**src/rtl/exc_pkg.sv**
```systemverilog
package exc_pkg;
   localparam int NST  = 5;
   localparam int NDET = NST - 1;
   typedef enum int {ST_FETCH = 0, ST_DECODE = 1, ST_EXEC = 2, ST_MEM = 3, ST_WB = 4} stage_e;
endpackage

```
**src/rtl/exc_stage_reg.sv**
```systemverilog
module exc_stage_reg #(
   parameter int XLEN    = 32,
   parameter int CAUSE_W = 5
) (
   input  logic               clk,
   input  logic               rst_n,
   input  logic               kill_i,
   input  logic               src_valid_i,
   input  logic               src_fault_i,
   input  logic [CAUSE_W-1:0] src_cause_i,
   input  logic [XLEN-1:0]    src_pc_i,
   input  logic               det_i,
   input  logic [CAUSE_W-1:0] det_cause_i,
   output logic               valid_o,
   output logic               fault_o,
   output logic [CAUSE_W-1:0] cause_o,
   output logic [XLEN-1:0]    pc_o
);
   logic               nxt_valid, nxt_fault;
   logic [CAUSE_W-1:0] nxt_cause;

   always_comb begin
      nxt_valid = src_valid_i & ~kill_i;
      nxt_fault = nxt_valid & (src_fault_i | det_i);
      nxt_cause = src_fault_i ? src_cause_i : det_cause_i;
   end

   always_ff @(posedge clk) begin
      if (!rst_n) begin
         valid_o <= 1'b0;
         fault_o <= 1'b0;
         cause_o <= '0;
         pc_o    <= '0;
      end else begin
         valid_o <= nxt_valid;
         fault_o <= nxt_fault;
         cause_o <= nxt_fault ? nxt_cause : '0;
         pc_o    <= src_pc_i;
      end
   end


   invalid_never_faults_chk: assert property (@(posedge clk) disable iff (!rst_n)
      !valid_o |-> !fault_o);


   cause_kept_chk: assert property (@(posedge clk) disable iff (!rst_n)
      (src_valid_i && src_fault_i && !kill_i) |=> (fault_o && cause_o == $past(src_cause_i)));
endmodule

```
**src/rtl/exc_vector_calc.sv**
```systemverilog
module exc_vector_calc #(
   parameter int XLEN        = 32,
   parameter int CAUSE_W     = 5,
   parameter int ENTRY_SHIFT = 2
) (
   input  logic               clk,
   input  logic               rst_n,
   input  logic               we_i,
   input  logic [XLEN-1:0]    data_i,
   input  logic [CAUSE_W-1:0] cause_i,
   output logic [XLEN-1:0]    handler_o
);
   localparam int OFS_W = CAUSE_W + ENTRY_SHIFT;

   logic [XLEN-1:0] base_q;
   logic [OFS_W-1:0] ofs;

   generate
      if (OFS_W > XLEN) begin : g_bad_width
         $error("cause offset wider than address");
      end
      if (ENTRY_SHIFT == 0) begin : g_packed
         assign ofs = cause_i;
      end else begin : g_spaced
         assign ofs = {cause_i, {ENTRY_SHIFT{1'b0}}};
      end
   endgenerate

   always_ff @(posedge clk) begin
      if (!rst_n)    base_q <= '0;
      else if (we_i) base_q <= data_i;
   end

   assign handler_o = base_q + XLEN'(ofs);


   base_hold_chk: assert property (@(posedge clk) disable iff (!rst_n)
      !we_i |=> $stable(base_q));
endmodule

```
**src/rtl/exc_commit_unit.sv**
```systemverilog
module exc_commit_unit import exc_pkg::*; #(
   parameter int XLEN        = 32,
   parameter int CAUSE_W     = 5,
   parameter int ENTRY_SHIFT = 2,
   parameter int ILEN_BYTES  = 4,
   parameter logic [XLEN-1:0] BOOT_PC = '0
) (
   input  logic                    clk,
   input  logic                    rst_n,
   input  logic                    fetch_valid_i,
   input  logic [NDET-1:0]         flt_i,
   input  logic [NDET*CAUSE_W-1:0] cause_i,
   input  logic                    br_redirect_i,
   input  logic [XLEN-1:0]         br_target_i,
   input  logic                    tbase_we_i,
   input  logic [XLEN-1:0]         tbase_data_i,
   output logic [XLEN-1:0]         pc_o,
   output logic [NST-1:0]          stage_valid_o,
   output logic                    commit_o,
   output logic [XLEN-1:0]         commit_pc_o,
   output logic                    exc_take_o,
   output logic [XLEN-1:0]         epc_o,
   output logic [CAUSE_W-1:0]      ecause_o
);
   localparam int WB = NST - 1;

   generate
      if (XLEN < 8 || CAUSE_W < 1 || ILEN_BYTES < 1) begin : g_bad_param
         $error("illegal parameter set");
      end
   endgenerate

   logic [NST-1:0]              sv, sf;
   logic [NST-1:0][CAUSE_W-1:0] sc;
   logic [NST-1:0][XLEN-1:0]    sp;
   logic                        take, br_take;
   logic [XLEN-1:0]             handler, pc_q;

   assign take    = sv[WB] & sf[WB];
   assign br_take = br_redirect_i & sv[ST_DECODE] & ~take;

   generate
      for (genvar k = 0; k < NST; k++) begin : g_stage
         if (k == 0) begin : g_head
            exc_stage_reg #(.XLEN(XLEN), .CAUSE_W(CAUSE_W)) u_reg (
               .clk(clk), .rst_n(rst_n), .kill_i(take | br_take),
               .src_valid_i(fetch_valid_i), .src_fault_i(1'b0), .src_cause_i('0),
               .src_pc_i(pc_q), .det_i(1'b0), .det_cause_i('0),
               .valid_o(sv[k]), .fault_o(sf[k]), .cause_o(sc[k]), .pc_o(sp[k]));
         end else begin : g_body
            exc_stage_reg #(.XLEN(XLEN), .CAUSE_W(CAUSE_W)) u_reg (
               .clk(clk), .rst_n(rst_n),
               .kill_i(take | ((k == ST_DECODE) & br_take)),
               .src_valid_i(sv[k-1]), .src_fault_i(sf[k-1]), .src_cause_i(sc[k-1]),
               .src_pc_i(sp[k-1]), .det_i(flt_i[k-1]),
               .det_cause_i(cause_i[(k-1)*CAUSE_W +: CAUSE_W]),
               .valid_o(sv[k]), .fault_o(sf[k]), .cause_o(sc[k]), .pc_o(sp[k]));
         end
      end
   endgenerate

   exc_vector_calc #(.XLEN(XLEN), .CAUSE_W(CAUSE_W), .ENTRY_SHIFT(ENTRY_SHIFT)) u_vec (
      .clk(clk), .rst_n(rst_n), .we_i(tbase_we_i), .data_i(tbase_data_i),
      .cause_i(sc[WB]), .handler_o(handler));

   always_ff @(posedge clk) begin
      if (!rst_n) begin
         pc_q     <= BOOT_PC;
         epc_o    <= '0;
         ecause_o <= '0;
      end else begin
         if (take)               pc_q <= handler;
         else if (br_take)       pc_q <= br_target_i;
         else if (fetch_valid_i) pc_q <= pc_q + XLEN'(ILEN_BYTES);
         if (take) begin
            epc_o    <= sp[WB];
            ecause_o <= sc[WB];
         end
      end
   end

   assign pc_o          = pc_q;
   assign stage_valid_o = sv;
   assign commit_o      = sv[WB] & ~sf[WB];
   assign commit_pc_o   = sp[WB];
   assign exc_take_o    = take;


   no_commit_on_trap_chk: assert property (@(posedge clk) disable iff (!rst_n)
      exc_take_o |-> !commit_o);


   flush_all_chk: assert property (@(posedge clk) disable iff (!rst_n)
      exc_take_o |=> (stage_valid_o == '0));


   epc_capture_chk: assert property (@(posedge clk) disable iff (!rst_n)
      exc_take_o |=> (epc_o == $past(commit_pc_o)));


   epc_hold_chk: assert property (@(posedge clk) disable iff (!rst_n)
      !exc_take_o |=> ($stable(epc_o) && $stable(ecause_o)));


   redirect_squash_chk: assert property (@(posedge clk) disable iff (!rst_n)
      br_take |=> (!stage_valid_o[ST_FETCH] && !stage_valid_o[ST_DECODE] && pc_o == $past(br_target_i)));


   pc_step_chk: assert property (@(posedge clk) disable iff (!rst_n)
      (fetch_valid_i && !exc_take_o && !br_take) |=> (pc_o == $past(pc_o) + XLEN'(ILEN_BYTES)));
endmodule

```
**config.mk**
```make
export PLATFORM = sky130hd
export DESIGN_NAME = exc_commit_unit
export DESIGN_NICKNAME = d
export VERILOG_FILES = /design/src/rtl/exc_pkg.sv /design/src/rtl/exc_stage_reg.sv /design/src/rtl/exc_vector_calc.sv /design/src/rtl/exc_commit_unit.sv
export SDC_FILE = /design/constraint.sdc
export NUM_CORES = 1
export LEC_CHECK = 0
export BUFFER_PORTS_ARGS = -buffer_cell sky130_fd_sc_hd__buf_2
export CAP_MARGIN = 20
export CORE_ASPECT_RATIO = 1.25
export CORE_UTILIZATION = 45
export CTS_CLUSTER_SIZE = 14
export DETAILED_ROUTE_END_ITERATION = 12
export GPL_TIMING_DRIVEN = 0
export MAX_ROUTING_LAYER = met4
export PLACE_DENSITY_LB_ADDON = 0.1
export SLEW_MARGIN = 15
export SYNTH_ARGS = -nofsm -noshare
export SYNTH_HDL_FRONTEND = slang
export SYNTH_HIERARCHICAL = 1
export SYNTH_SLANG_ARGS = --single-unit
```
**constraint.sdc**
```tcl
create_clock -name clk -period 6 [get_ports clk]
set_clock_uncertainty 0.15 [all_clocks]
set_input_delay 0.3 -clock clk [delete_from_list [all_inputs] [get_ports clk]]
set_output_delay 0.3 -clock clk [all_outputs]
set_load 0.05 [all_outputs]
```
==> flow_summary.ini <==
[cts]
path_clk_slew_ns = 0.07
cts_resized = 0
cts_setup_buffers = 0
htreeDepth = 1
cts_sinks = 296
cts_tree = built
cts_root_buffer = clkbuf_16
clockBufferDepth = 3
cts_buffers = 29
insertion_delay_ns = 0.54

[floorplanning]
start_util_pct = 46.3
rows = 63
die-area_um2 = 25300
die_w_um = 142
dieHeight_um = 178
io_pins = 201
coreArea_um2 = 24000

[synthesis]
synth_top_family_by_area = simple AND/OR/NAND/NOR gates
seq_area_frac_synth_pct = 53.4
netlist_top_cells_count = 296 x dfxtp_1, 151 x and2_1, 101 x nand2_1
synth_simple_gate_area_share_pct = 24.4
synth_most_common_cell = dfxtp_1
synthAdderAreaFrac_pct = 0.857
synth_area_per_cell_um2 = 9.99
synthCells = 1110
yosys.area.top_type = dfxtp_1
synth_compound_area_share_pct = 10.2
synthTopCellsByArea = dfxtp_1 53%, and2_1 8.5%, mux2i_1 5.2%
netlist_area_um2 = 11100
synth_edf_count = 0
yosysTopAreaCellShare_pct = 53.4
ys.flop_type = dfxtp_1
async_flop_share_pct = 0
synth_cell_types = 72
synthXorXnorAreaFrac_pct = 2.53
synthMuxAreaShare_pct = 5.23
synth-warning-count = 6
synth_seq_cells = 296

[worst_setup_path]
path_class = flip-flop to output port
startpoint = g_stage[4].g_body.u_reg/valid_o
r2r_slack_ns = 2.66
arrival_ns = 3.25
ff2ff_path_depth = 11
worst-path-max-fanout = 13
start_kind = flip-flop
timing.rr.start = g_stage[4].g_body.u_reg/cause_o[0]
r2r_end = pc_o[28]
cp.required_ns = 5.55
end_kind = output port
worstSetupEndpoint = exc_take_o

[timing]
setup_viol = 0
rsz0062_at_grt = no
slew_violations = 0
slew_headroom_pct = 29.6
setup_slack_ns = 2.30
period_needed_ns = 3.70
tightest_slew_ns = 1.05
finalHoldViolCount = 0
clock.fmax_mhz = 271
finalSetupTns_ns = 0
finalCritPeriodShare_pct = 61.6

[grt]
grt_usage_pct = 22.7
grt_pass1_wl_um = 43200
antenna_found_initial = 0
grt_max_degree = 38
grt.overflow.total = 0
first_global_vias = 8253

[finish]
diodes = 0
nets = 1527
layout-drive-gt1-share_pct = 21.4
syn_to_final_growth_pct = 28.5

[pwr]
seqPwrFrac_pct = 49.9
irDropWorstVdd_mv = 0.233
p_int_uw = 3160
power.share.switching_pct = 21.8
switchingPower_uw = 885
p_comb_share_pct = 6.1
pwr-share-clk_pct = 44.0
pwr_density_cell_nw_per_um2 = 284
p_leak_uw = 0.00611

[drt]
first_pass_iters = 6
vias = 8816
avgViaCountPerCell = 4.98
initialDrtViolationCount = 689
routed_wl_um = 27900
drc = 0
wire_per_inst_um = 15.7
route.antenna.remaining_nets = 0

[job]
cap_viol_max_count = 0

[placed_design]
pre_cts_slack_ns = 2.77
portBuffers = 199
routabilityCongestion = 0.876
place_hpwl_um = 20200

[run_status]
outcome = finished clean

[worst_hold_path]
hp-class = input pin to flip-flop
-- worst min-delay path by stage --
stage / from / to / cells after the start
2_1_floorplan: g_stage[0].g_head.u_reg/pc_o[0] / g_stage[1].g_body.u_reg/pc_o[0] / 1
6_report: br_target_i[9] / pc_o[9] / 3
3_5_place_dp: g_stage[0].g_head.u_reg/pc_o[5] / g_stage[1].g_body.u_reg/pc_o[5] / 1
4_1_cts: br_target_i[9] / pc_o[9] / 3
3_3_place_gp: g_stage[1].g_body.u_reg/pc_o[25] / g_stage[2].g_body.u_reg/pc_o[25] / 1
5_1_grt: fetch_valid_i / g_stage[0].g_head.u_reg/valid_o / 3
-- power by group through the flow --
| stage | logic [uW] | clock network (uW) | registers, uW |
|---|---|---|---|
| global route | 267 | 1910 | 2020 |
| global placement | 204 | 0 | 2060 |
| floorplan | 109 | 0 | 2080 |
| detailed placement | 206 | 0 | 2060 |
| CTS | 244 | 1820 | 2020 |
| finish | 245 | 1780 | 2020 |
-- routing by layer --
layer / routed length [um] / vias to the layer above / GRT usage, %
li1: - / 4443 / -
met1: 11300 / 3975 / 26.1
met2: 14000 / 337 / 40.2
met3: 1770 / 61 / 3.40
met4: 777 / 0 / 7.48
met5: 0 / - / -
-- state kept, by name, indices dropped and copies added (netlist names) --
name,count
g_stage.g_head.u_reg/valid_o,1
g_stage.g_head.u_reg/pc_o,32
epc_o,32
g_stage.g_body.u_reg/valid_o,4
g_stage.g_body.u_reg/cause_o,20
g_stage.g_head.u_reg/cause_o,5
u_vec/base_q,32
g_stage.g_head.u_reg/fault_o,1
g_stage.g_body.u_reg/pc_o,128
g_stage.g_body.u_reg/fault_o,4
ecause_o,5
pc_o,32
-- placed cells by master, fill, tap and decap left out, types with 16 or more instances in the layout --
cell type      synthesis  final
nor2b_1               34     34
nand2_1              101    101
dlygate4sd3_1          0     76
dfxtp_1              296    296
inv_1                 18     18
nand3_1               21     21
and2_1               151    151
nor3_1                39     39
nor2_1                29     29
clkbuf_2              16     16
xnor2_1               18     18
a21oi_1               64     64
clkbuf_16              0     29
mux2i_1               58     58
buf_2                  8    207
clkbuf_1              31     36
-- timing repair --
action                                  in CTS  in global routing
hold buffers                                76                  0
endpoints found under the hold margin       76                  0
endpoints found under the setup margin       0                  0
-- critical path, stage by stage (launching register included) --
cell	delay [ns]
dfxtp_1	0.42
nand2_1	0.12
inv_1	0.12
clkbuf_1	0.43
buf_1	0.51
buf_1	0.69
buf_2	0.40
-- cell type report --
| class | count | area [um^2] |
|---|---|---|
| clock inverter | 10 | 111 |
| timing repair buffer | 275 | 1760 |
| clock buffer | 41 | 841 |
| tap | 325 | 407 |
| fill | 2169 | 9710 |
| buffer | 66 | 293 |
| sequential | 296 | 5930 |
| multi-input combinational | 739 | 4840 |
| inverter | 20 | 75.1 |
-- metrics by stage --
step                hold slack [ns]  instance area [um^2]  instances  total power [uW]  utilization (%)
floorplan                     0.262                 11100       1121              2180                -
global route                 0.0121                 14200       1772              4200             59.5
detailed placement            0.267                 12500       1645              2270             52.3
global placement              0.265                 12500       1645              2270             52.3
CTS                        0.000556                 14200       1772              4080             59.5
finish                       0.0111                 14200       1772              4050             59.5
-- kinds of logic after synthesis --
group,count (synthesis)
compound gates,166
xor+xnor,32
fa+ha+maj,7
buf+inv,86
flops,296
mux,58
other cells,1
simple gates,464
Note: power is estimated with default switching activity, not from simulation.
